### src/rtl/desc_ring_pkg.sv
package desc_ring_pkg;
  localparam int unsigned WORD_W    = 32;
  localparam int unsigned MAX_WORDS = 6;
  localparam int unsigned LEN_W     = $clog2(MAX_WORDS + 1);
  localparam int unsigned CNT_W     = LEN_W;
  // writable configuration bits: all except 31, 27:25, 15:12
  localparam logic [31:0] CFG_WR_MASK = 32'h71FF_0FFF;

  // sel = {addr64, tx_ext, rx_ext}
  function automatic logic [LEN_W-1:0] desc_words(input logic [2:0] sel, input logic is_rx);
    logic [LEN_W-1:0] n;
    n = LEN_W'(2);
    if (sel[2]) n = n + LEN_W'(2);
    if (is_rx ? sel[0] : sel[1]) n = n + LEN_W'(2);
    return n;
  endfunction
endpackage

### src/rtl/desc_cfg_regs.sv
module desc_cfg_regs #(
  parameter int unsigned AW = 32
) (
  input  logic          clk_i,
  input  logic          rst_ni,
  input  logic          cfg_we_i,
  input  logic [31:0]   cfg_wdata_i,
  input  logic          base_we_i,
  input  logic [AW-1:0] base_wdata_i,
  output logic [31:0]   cfg_o,
  output logic [AW-1:0] base_o
);
  import desc_ring_pkg::*;

  logic [31:0]   cfg_q;
  logic [AW-1:0] base_q;

  always_ff @(posedge clk_i or negedge rst_ni) begin
    if (!rst_ni) begin
      cfg_q  <= '0;
      base_q <= '0;
    end else begin
      if (cfg_we_i)  cfg_q  <= cfg_wdata_i & CFG_WR_MASK;
      if (base_we_i) base_q <= {base_wdata_i[AW-1:2], 2'b00};
    end
  end

  assign cfg_o  = cfg_q;
  assign base_o = base_q;

  assert_base_aligned_R8: assert property (@(posedge clk_i) disable iff (!rst_ni)
    base_we_i |=> base_o[1:0] == 2'b00);
endmodule

### src/rtl/desc_addr_gen.sv
module desc_addr_gen #(
  parameter int unsigned AW    = 32,
  parameter int unsigned LEN_W = 3
) (
  input  logic             clk_i,
  input  logic             rst_ni,
  input  logic             busy_i,
  input  logic             base_load_i,
  input  logic [AW-1:0]    base_wdata_i,
  input  logic [AW-1:0]    base_i,
  input  logic             adv_i,
  input  logic             wrap_i,
  input  logic [LEN_W-1:0] len_i,
  output logic [AW-1:0]    cur_o
);
  logic [AW-1:0] cur_q, step;

  assign step = AW'({len_i, 2'b00});

  always_ff @(posedge clk_i or negedge rst_ni) begin
    if (!rst_ni)                    cur_q <= '0;
    else if (!busy_i) begin
      if (base_load_i)              cur_q <= {base_wdata_i[AW-1:2], 2'b00};
      else if (adv_i)               cur_q <= wrap_i ? base_i : cur_q + step;
    end
  end

  assign cur_o = cur_q;

  assert_cur_aligned_R8: assert property (@(posedge clk_i) disable iff (!rst_ni)
    cur_q[1:0] == 2'b00);
  assert_hold_busy_R10: assert property (@(posedge clk_i) disable iff (!rst_ni)
    busy_i |=> $stable(cur_q));
endmodule

### src/rtl/desc_fetch.sv
module desc_fetch #(
  parameter int unsigned AW    = 32,
  parameter bit          IS_RX = 1'b1
) (
  input  logic                      clk_i,
  input  logic                      rst_ni,
  input  logic                      start_i,
  input  logic [2:0]                sel_i,
  input  logic [AW-1:0]             cur_addr_i,
  output logic                      mem_req_o,
  output logic [AW-1:0]             mem_addr_o,
  input  logic                      mem_gnt_i,
  input  logic                      mem_rvalid_i,
  input  logic [31:0]               mem_rdata_i,
  output logic                      busy_o,
  output logic                      valid_o,
  output logic [desc_ring_pkg::LEN_W-1:0] len_o,
  output logic                      a64_o,
  output logic [desc_ring_pkg::MAX_WORDS-1:0][31:0] words_o
);
  import desc_ring_pkg::*;

  logic                              busy_q, valid_q, a64_q;
  logic [LEN_W-1:0]                  len_q;
  logic [CNT_W-1:0]                  issue_q, rcv_q;
  logic [MAX_WORDS-1:0][WORD_W-1:0]  words_q;
  logic                              last_rx;

  assign mem_req_o  = busy_q && (issue_q < len_q);
  assign mem_addr_o = cur_addr_i + AW'({issue_q, 2'b00});
  assign last_rx    = busy_q && mem_rvalid_i && (rcv_q == len_q - LEN_W'(1));

  always_ff @(posedge clk_i or negedge rst_ni) begin
    if (!rst_ni) begin
      busy_q  <= 1'b0;
      valid_q <= 1'b0;
      a64_q   <= 1'b0;
      len_q   <= LEN_W'(2);
      issue_q <= '0;
      rcv_q   <= '0;
      words_q <= '0;
    end else begin
      valid_q <= last_rx;
      if (start_i && !busy_q) begin
        busy_q  <= 1'b1;
        len_q   <= desc_words(sel_i, IS_RX);
        a64_q   <= sel_i[2];
        issue_q <= '0;
        rcv_q   <= '0;
        words_q <= '0;
      end else if (busy_q) begin
        if (mem_req_o && mem_gnt_i) issue_q <= issue_q + CNT_W'(1);
        if (mem_rvalid_i) begin
          words_q[rcv_q] <= mem_rdata_i;
          rcv_q          <= rcv_q + CNT_W'(1);
        end
        if (last_rx) busy_q <= 1'b0;
      end
    end
  end

  assign busy_o  = busy_q;
  assign valid_o = valid_q;
  assign len_o   = len_q;
  assign a64_o   = a64_q;
  assign words_o = words_q;

  assert_len_legal_R1: assert property (@(posedge clk_i) disable iff (!rst_ni)
    busy_q |-> (len_q == 3'd2 || len_q == 3'd4 || len_q == 3'd6));
  assert_issue_bound_R2: assert property (@(posedge clk_i) disable iff (!rst_ni)
    busy_q |-> (issue_q <= len_q && rcv_q <= issue_q));
  assert_valid_pulse_R3: assert property (@(posedge clk_i) disable iff (!rst_ni)
    valid_q |=> !valid_q);
  assert_len_hold_R9: assert property (@(posedge clk_i) disable iff (!rst_ni)
    busy_q |=> (!busy_q || ($stable(len_q) && $stable(a64_q))));
endmodule

### src/rtl/desc_ring_seq.sv
module desc_ring_seq #(
  parameter int unsigned AW    = 32,
  parameter bit          IS_RX = 1'b1
) (
  input  logic          clk_i,
  input  logic          rst_ni,
  input  logic          cfg_we_i,
  input  logic [31:0]   cfg_wdata_i,
  output logic [31:0]   cfg_o,
  input  logic          base_we_i,
  input  logic [AW-1:0] base_wdata_i,
  output logic [AW-1:0] base_o,
  input  logic          fetch_req_i,
  input  logic          adv_i,
  output logic          mem_req_o,
  output logic [AW-1:0] mem_addr_o,
  input  logic          mem_gnt_i,
  input  logic          mem_rvalid_i,
  input  logic [31:0]   mem_rdata_i,
  output logic          busy_o,
  output logic          desc_valid_o,
  output logic [2:0]    desc_len_o,
  output logic [191:0]  desc_o,
  output logic [63:0]   buf_addr_o,
  output logic [AW-1:0] cur_addr_o,
  output logic [13:0]   rx_buf_bytes_o
);
  import desc_ring_pkg::*;

  logic [31:0]                      cfg;
  logic [AW-1:0]                    base, cur;
  logic                             busy, a64, wrap;
  logic [LEN_W-1:0]                 len;
  logic [MAX_WORDS-1:0][31:0]       words;
  logic [31:0]                      lo_mask;

  desc_cfg_regs #(.AW(AW)) u_regs (
    .clk_i, .rst_ni, .cfg_we_i, .cfg_wdata_i, .base_we_i, .base_wdata_i,
    .cfg_o(cfg), .base_o(base)
  );

  desc_fetch #(.AW(AW), .IS_RX(IS_RX)) u_fetch (
    .clk_i, .rst_ni,
    .start_i(fetch_req_i), .sel_i(cfg[30:28]), .cur_addr_i(cur),
    .mem_req_o, .mem_addr_o, .mem_gnt_i, .mem_rvalid_i, .mem_rdata_i,
    .busy_o(busy), .valid_o(desc_valid_o), .len_o(len), .a64_o(a64), .words_o(words)
  );

  generate
    if (IS_RX) begin : g_rx
      assign wrap    = words[0][1];
      assign lo_mask = 32'hFFFF_FFFC;
    end else begin : g_tx
      assign wrap    = words[1][30];
      assign lo_mask = 32'hFFFF_FFFF;
    end
  endgenerate

  desc_addr_gen #(.AW(AW), .LEN_W(LEN_W)) u_addr (
    .clk_i, .rst_ni, .busy_i(busy),
    .base_load_i(base_we_i), .base_wdata_i(base_wdata_i), .base_i(base),
    .adv_i(adv_i), .wrap_i(wrap), .len_i(len), .cur_o(cur)
  );

  assign cfg_o          = cfg;
  assign base_o         = base;
  assign cur_addr_o     = cur;
  assign busy_o         = busy;
  assign desc_len_o     = len;
  assign desc_o         = words;
  assign buf_addr_o     = {a64 ? words[2] : 32'h0, words[0] & lo_mask};
  assign rx_buf_bytes_o = {cfg[23:16], 6'b0};

  assert_req_only_busy_R2: assert property (@(posedge clk_i) disable iff (!rst_ni)
    mem_req_o |-> busy_o);
  assert_valid_after_busy_R3: assert property (@(posedge clk_i) disable iff (!rst_ni)
    $rose(desc_valid_o) |-> $fell(busy_o));
endmodule

### config.mk
export PLATFORM = sky130hd
export DESIGN_NAME = desc_ring_seq
export DESIGN_NICKNAME = d
export VERILOG_FILES = /design/src/rtl/desc_ring_pkg.sv /design/src/rtl/desc_cfg_regs.sv /design/src/rtl/desc_addr_gen.sv /design/src/rtl/desc_fetch.sv /design/src/rtl/desc_ring_seq.sv
export SDC_FILE = /design/constraint.sdc
export NUM_CORES = 1
export LEC_CHECK = 0
export ABC_AREA = 1
export BUFFER_PORTS_ARGS = -buffer_cell sky130_fd_sc_hd__buf_2
export CELL_PAD_IN_SITES_DETAIL_PLACEMENT = 1
export CELL_PAD_IN_SITES_GLOBAL_PLACEMENT = 1
export CORE_MARGIN = 8
export CORE_UTILIZATION = 37
export CTS_CLUSTER_SIZE = 24
export DETAILED_ROUTE_END_ITERATION = 10
export HOLD_SLACK_MARGIN = 0.15
export PLACE_DENSITY_LB_ADDON = 0.1
export SLEW_MARGIN = 10
export SYNTH_ARGS = -nofsm -noshare
export SYNTH_HDL_FRONTEND = slang
export SYNTH_HIERARCHICAL = 1
export SYNTH_SLANG_ARGS = --single-unit
### constraint.sdc
create_clock -name clk_i -period 2.5 [get_ports clk_i]
set_input_delay 0.25 -clock clk_i [delete_from_list [all_inputs] [get_ports clk_i]]
set_output_delay 0.25 -clock clk_i [all_outputs]
set_load 0.005 [all_outputs]
Word-level counts from Yosys, hierarchy flattened
Index checks and enable logic that the tools add are counted.

word-level totals
  ROM bits = 0
  output and inout port bits = 404
  bits of input ports = 104
  memories = 0
  register bits = 290
  latch bits = 0
  memory bits (writable) = 0

cells by class
  bitwise operators = 1
  div/mod/pow operators = 0
  multiplexer cells = 22
  $add $sub $neg = 6
  equality and inequality tests = 1
  multiply operators = 0
  reduce and logical (&&, ||, !) cells = 14
  shift-type cells = 0
  magnitude comparators = 3

operator list
  kind                                                                          number
  192-bit two-way mux                                                           3
  192-bit bitwise mux                                                           1
  32-bit two-way mux                                                            5
  32-bit demux with 3-bit select                                                1
  32-bit by 5-bit adder with 32-bit output                                      2
  3-bit two-way mux                                                             9
  2-bit nonzero test                                                            4
  3-bit by 1-bit adder with 3-bit output, second input constant                 2
  1-bit logical AND                                                             6
  2-bit AND reduction                                                           3
  3-bit by 4-bit less-than comparator with 1-bit output, second input constant  1
  3-bit by 2-bit adder with 3-bit output, second input constant                 1
  3-bit equality test                                                           1
  3-bit by 1-bit >= comparator with 1-bit output, second input constant         1
  3-bit less-than comparator                                                    1
  1-bit two-way mux                                                             3
  3-bit by 1-bit subtractor with 3-bit output, second input constant            1
  1-bit zero test                                                               1
  1-bit inverter                                                                1

Logic depth before layout (Yosys ltp)
  depth in word-level cells = 8
  gate-level depth with buffers = 11

Cells and area by module
The synthesis kept the hierarchy.

by module, submodules not included
  module         cells an instance  instances  area each (µm²)
  desc_fetch     970                1          9248.9
  desc_addr_gen  382                1          2603.7
  desc_cfg_regs  240                1          2123.3
  desc_ring_seq  114                1          623.1

Worst setup path before layout
OpenSTA, ideal clock, no wires.

  kind = reg-to-output
  start = register u_addr.cur_q[2] (netlist: u_addr/cur_o[2])
  end = output mem_addr_o[14]
  data required time = 2.250 ns
  stages on the path, launching flop included = 10
  setup slack = 0.577 ns
  buffers on the path = 0
  arrival = 1.673 ns
  cells stage by stage = dfrtp_1 ha_1 inv_1 fa_1 inv_1 nand2_1 nand2_1 nand2_1 nor2_4 xor2_1

between the ends
  word-level cells in the longest chain between the ends = 1

RTL lines
  what                                      RTL line             text
  start: declaration                        desc_addr_gen.sv:16  logic [AW-1:0] cur_q, step;
  start signal: assignment                  desc_addr_gen.sv:23  if (base_load_i) cur_q <= {base_wdata_i[AW-1:2], 2'b00};
  start signal: assignment                  desc_addr_gen.sv:24  else if (adv_i) cur_q <= wrap_i ? base_i : cur_q + step;
  32-bit by 5-bit adder with 32-bit output  desc_fetch.sv:30     assign mem_addr_o = cur_addr_i + AW'({issue_q, 2'b00});
  end: declaration                          desc_ring_seq.sv:16  output logic [AW-1:0] mem_addr_o,

Every way passes these cells.

Final worst setup path
  start = register u_addr.cur_q[2] (netlist: u_addr/cur_o[2])
  end = output mem_addr_o[20]

The elaborated chain is that of the path after synthesis.

==> metrics.yaml <==
global_route:
  grt_pass1_vias: 15210
  grt_start_max_net_pins: 57
  grt_util_all_layers_pct: 25.32
  grt_first_pass_wirelength_um: 92520
  antenna_violations_before_repair: 3
  grt_overflow_total: 0
synth:
  synth_top_flop_cell: "sky130_fd_sc_hd__dfrtp_1"
  synth_edf_count: 0
  post_synth_instance_area_um2: 14600
  ys_seq_elements: 289
  synthesized_area_fraction_occupied_by_xor_and_xnor_cells_pct: 0.9599
  synthesis.instances: 1706
  post_synth_fa_ha_maj_area_fraction_pct: 1.131
  yosys-top-cells-area: "sky130_fd_sc_hd__dfrtp_1 (49%), sky130_fd_sc_hd__nand2_1 (11%), sky130_fd_sc_hd__nand3_1 (8.5%), sky130_fd_sc_hd__o21ai_1 (5.8%), sky130_fd_sc_hd__buf_4 (3.7%)"
  synthesis.yosys.warnings: 6
  synth_largest_type_area_fraction_pct: 49.37
  ys_async_sr_fraction_pct: 100.0
  synth_top_cell_by_area: "sky130_fd_sc_hd__dfrtp_1"
  synthesized_area_per_cell_um2: 8.557
  synth_most_common_cell: "sky130_fd_sc_hd__nand2_1"
  synth.mux.area_fraction_pct: 0
  synth_commonest_cells: "sky130_fd_sc_hd__nand2_1 (437), sky130_fd_sc_hd__dfrtp_1 (288), sky130_fd_sc_hd__nand3_1 (248), sky130_fd_sc_hd__o21ai_1 (170), sky130_fd_sc_hd__nor2_1 (97)"
  synth_simple_gate_area_share_pct: 26.71
  compound_gate_portion_of_the_synthesized_area_pct: 10.70
  synth_top_family_by_area: "simple AND/OR/NAND/NOR gates"
  synth.lib_cells_used.distinct: 45
  synth-seq-area-share_pct: 49.55
floorplanning:
  design.core.area_um2: 38830
  placement_rows: 72
  die_w_um: 214.6
  initial_util_pct: 37.60
  boundaryPins: 508
  die_area_um2: 46070
  chipHeight_um: 214.6
timing:
  final.min_clock_period_ps: 2556
  maxSlewHeadroom_pct: 55.78
  worst_slew_pin_tran_ps: 662.3
  timing_max_transition_violations_final: 0
  final_min_period_over_clock_period_pct: 102.2
  final.setup_skew_ps: 18.44
  final.setup.worst_slack_ps: -55.75
  timing.final.setup_violations: 8
  timing.final.hold_violations: 0
  clock.fmax_mhz: 391.3
  setup_repair_after_global_routing_missed_its_margin: "yes"
pwr:
  vdd_drop_max_v: 0.0005318
  p_leak_nw: 10.27
  p_per_area_nw_per_um2: 1246
route:
  ant_nets: 0
  drt-total-wl_um: 60070
  routed_via_count_divided_by_cell_count: 5.151
  detailroute.via_count: 14270
  drc: 0
  firstDrtPassIters: 5
  first_iter_violations: 880
  avgRoutedWirePerCell_um: 21.68
cts:
  cts_root_buffer: "sky130_fd_sc_hd__clkbuf_16"
  ctsHtreeMaxLevel: 2
  clkSlewWorstSetupHoldPaths_ps: 60
  cts-buffers-inserted: 35
  clkLatencyLatePin_ps: 540
  cts_sinks: 289
  cts_tree: "done"
  clockBufferDepth: 3
worst_setup_path:
  timing.setup.critical_path_class: "reg2out"
  critical_path.endpoint_type: "output port"
  critical_path.startpoint_type: "flop"
  timing.critical_path.fanout_max: 5
  cp.required_ps: 2250
  critPathArrivalTime_ps: 2310
final_layout:
  drive_gt1_share_pct: 31.38
  num-nets-final: 2344
  utilization_pct: 49.68
  num_antenna_cells: 0
  layout_area_overhead_pct: 32.14
placement:
  buffer_ports.inserted: 478
  detailed_place_hpwl_um: 43780
  place_worst_setup_slack_ps: 221.4
  globalplace.congestion: 0.8440
status:
  result_of_the_run: "finished with violations"
  failed_checks: "setup timing"
job:
  drv_cap: 0
hold_path:
  min_path_type: "in2reg"
[layer usage]
layer / vias to the layer above / wire length, um / GRT usage [%]
met3: 68 / 3750 / 6.460
li1: 6606 / - / -
met1: 7187 / 24290 / 30.25
met4: 4 / 1343 / 6.924
met5: - / 20 / 0
met2: 408 / 30660 / 44.66
[kinds of logic after synthesis]
logic type	Yosys count
other	3
AOI/OAI and AO/OA	269
DFF	289
xor gates and xnor gates	16
and+or+nand+nor	861
adders and majority gates	12
buffers and inverters	256
[flip-flops by register name, indices dropped and copies added (netlist names)]
name / flops
u_fetch/words_o: 192
u_fetch/busy_o: 1
u_regs/cfg_o: 24
u_fetch/a64_o: 1
u_regs/base_o: 30
u_fetch/len_o: 2
u_fetch/valid_o: 1
u_addr/cur_o: 32
u_fetch/issue_q: 3
u_fetch/rcv_q: 3
[worst paths after layout]
kind	from	endpoint	slack [ps]	cells after the start
worst max register to register	u_fetch/rcv_q[2]	u_fetch/words_o[19]	630	5
min in group asynchronous	rst_ni	u_addr/cur_o[26]	240	2
worst min register to register	u_regs/cfg_o[5]	u_regs/cfg_o[5]	470	2
max in group asynchronous	rst_ni	u_fetch/words_o[135]	1480	3
worst min-delay path	cfg_we_i	u_regs/cfg_o[20]	180	3
worst max-delay path	u_addr/cur_o[2]	mem_addr_o[20]	-60	12
[repair_timing]
item	4_1_cts	5_1_grt
cloned	2	0
resized for setup	25	25
endpoints found under the hold margin	490	0
buffers inserted	4	5
hold buffers	92	0
endpoints found under the setup margin	22	23
pin swaps	10	9
[critical path, cell delays in order (launching register included)]
cell and delay [ps]:
sky130_fd_sc_hd__dfrtp_1 400, sky130_fd_sc_hd__ha_4 160, sky130_fd_sc_hd__inv_2 40, sky130_fd_sc_hd__fa_2 370
sky130_fd_sc_hd__inv_2 80, sky130_fd_sc_hd__nand2_2 50, sky130_fd_sc_hd__nand2_2 70, sky130_fd_sc_hd__nand2_4 90
sky130_fd_sc_hd__nor2_4 200, sky130_fd_sc_hd__nand2_1 70, sky130_fd_sc_hd__nand2_1 60, sky130_fd_sc_hd__nand2_1 50
sky130_fd_sc_hd__buf_2 130
[power breakdown]
part	switching, mW	total [mW]	internal [mW]
sequential	2.01	8.56	6.55
clock	2.05	4.97	2.92
combinational	6.23	10.5	4.28
total	10.3	24.0	13.8
[per-stage QoR]
stage / TNS, ps / hold WS, ps / std cells / cell area [um2] / total power, mW
global route: -1572 / 191.1 / 2771 / 19290 / 25.73
global placement: 0 / 233.3 / 2607 / 17000 / 18.35
floorplan: 0 / -45.59 / 1722 / 14660 / 13.72
finish: -307.8 / 181.1 / 2771 / 19290 / 24.04
detailed placement: 0 / 222.9 / 2607 / 17000 / 18.67
CTS: -649.1 / 150.1 / 2767 / 19170 / 24.11
[layout by cell type, fill, tap and decap left out, types with 12 or more instances in the layout]
master / synthesis / layout
sky130_fd_sc_hd__a21oi_1: 21 / 21
sky130_fd_sc_hd__a221oi_1: 20 / 20
sky130_fd_sc_hd__buf_12: 0 / 12
sky130_fd_sc_hd__buf_2: 37 / 477
sky130_fd_sc_hd__buf_4: 72 / 36
sky130_fd_sc_hd__clkbuf_16: 0 / 36
sky130_fd_sc_hd__conb_1: 3 / 19
sky130_fd_sc_hd__dfrtp_1: 288 / 280
sky130_fd_sc_hd__dlygate4sd3_1: 0 / 92
sky130_fd_sc_hd__inv_1: 95 / 92
sky130_fd_sc_hd__nand2_1: 437 / 426
sky130_fd_sc_hd__nand2_2: 28 / 34
sky130_fd_sc_hd__nand3_1: 248 / 246
sky130_fd_sc_hd__nand3b_1: 14 / 14
sky130_fd_sc_hd__nor2_1: 97 / 93
sky130_fd_sc_hd__nor2_4: 8 / 12
sky130_fd_sc_hd__o21ai_0: 17 / 15
sky130_fd_sc_hd__o21ai_1: 170 / 171
sky130_fd_sc_hd__o21ai_2: 18 / 18
[layout make-up]
| type | count | area, um2 |
|---|---|---|
| Multi-Input combinational cell | 1179 | 6026 |
| Inverter | 104 | 407.9 |
| Tap cell | 518 | 648.1 |
| Clock buffer | 52 | 1051 |
| Timing Repair Buffer | 619 | 3845 |
| Clock inverter | 10 | 70.07 |
| Fill cell | 4723 | 19540 |
| Sequential cell | 289 | 7243 |
Power figures use the tool's default switching activity.
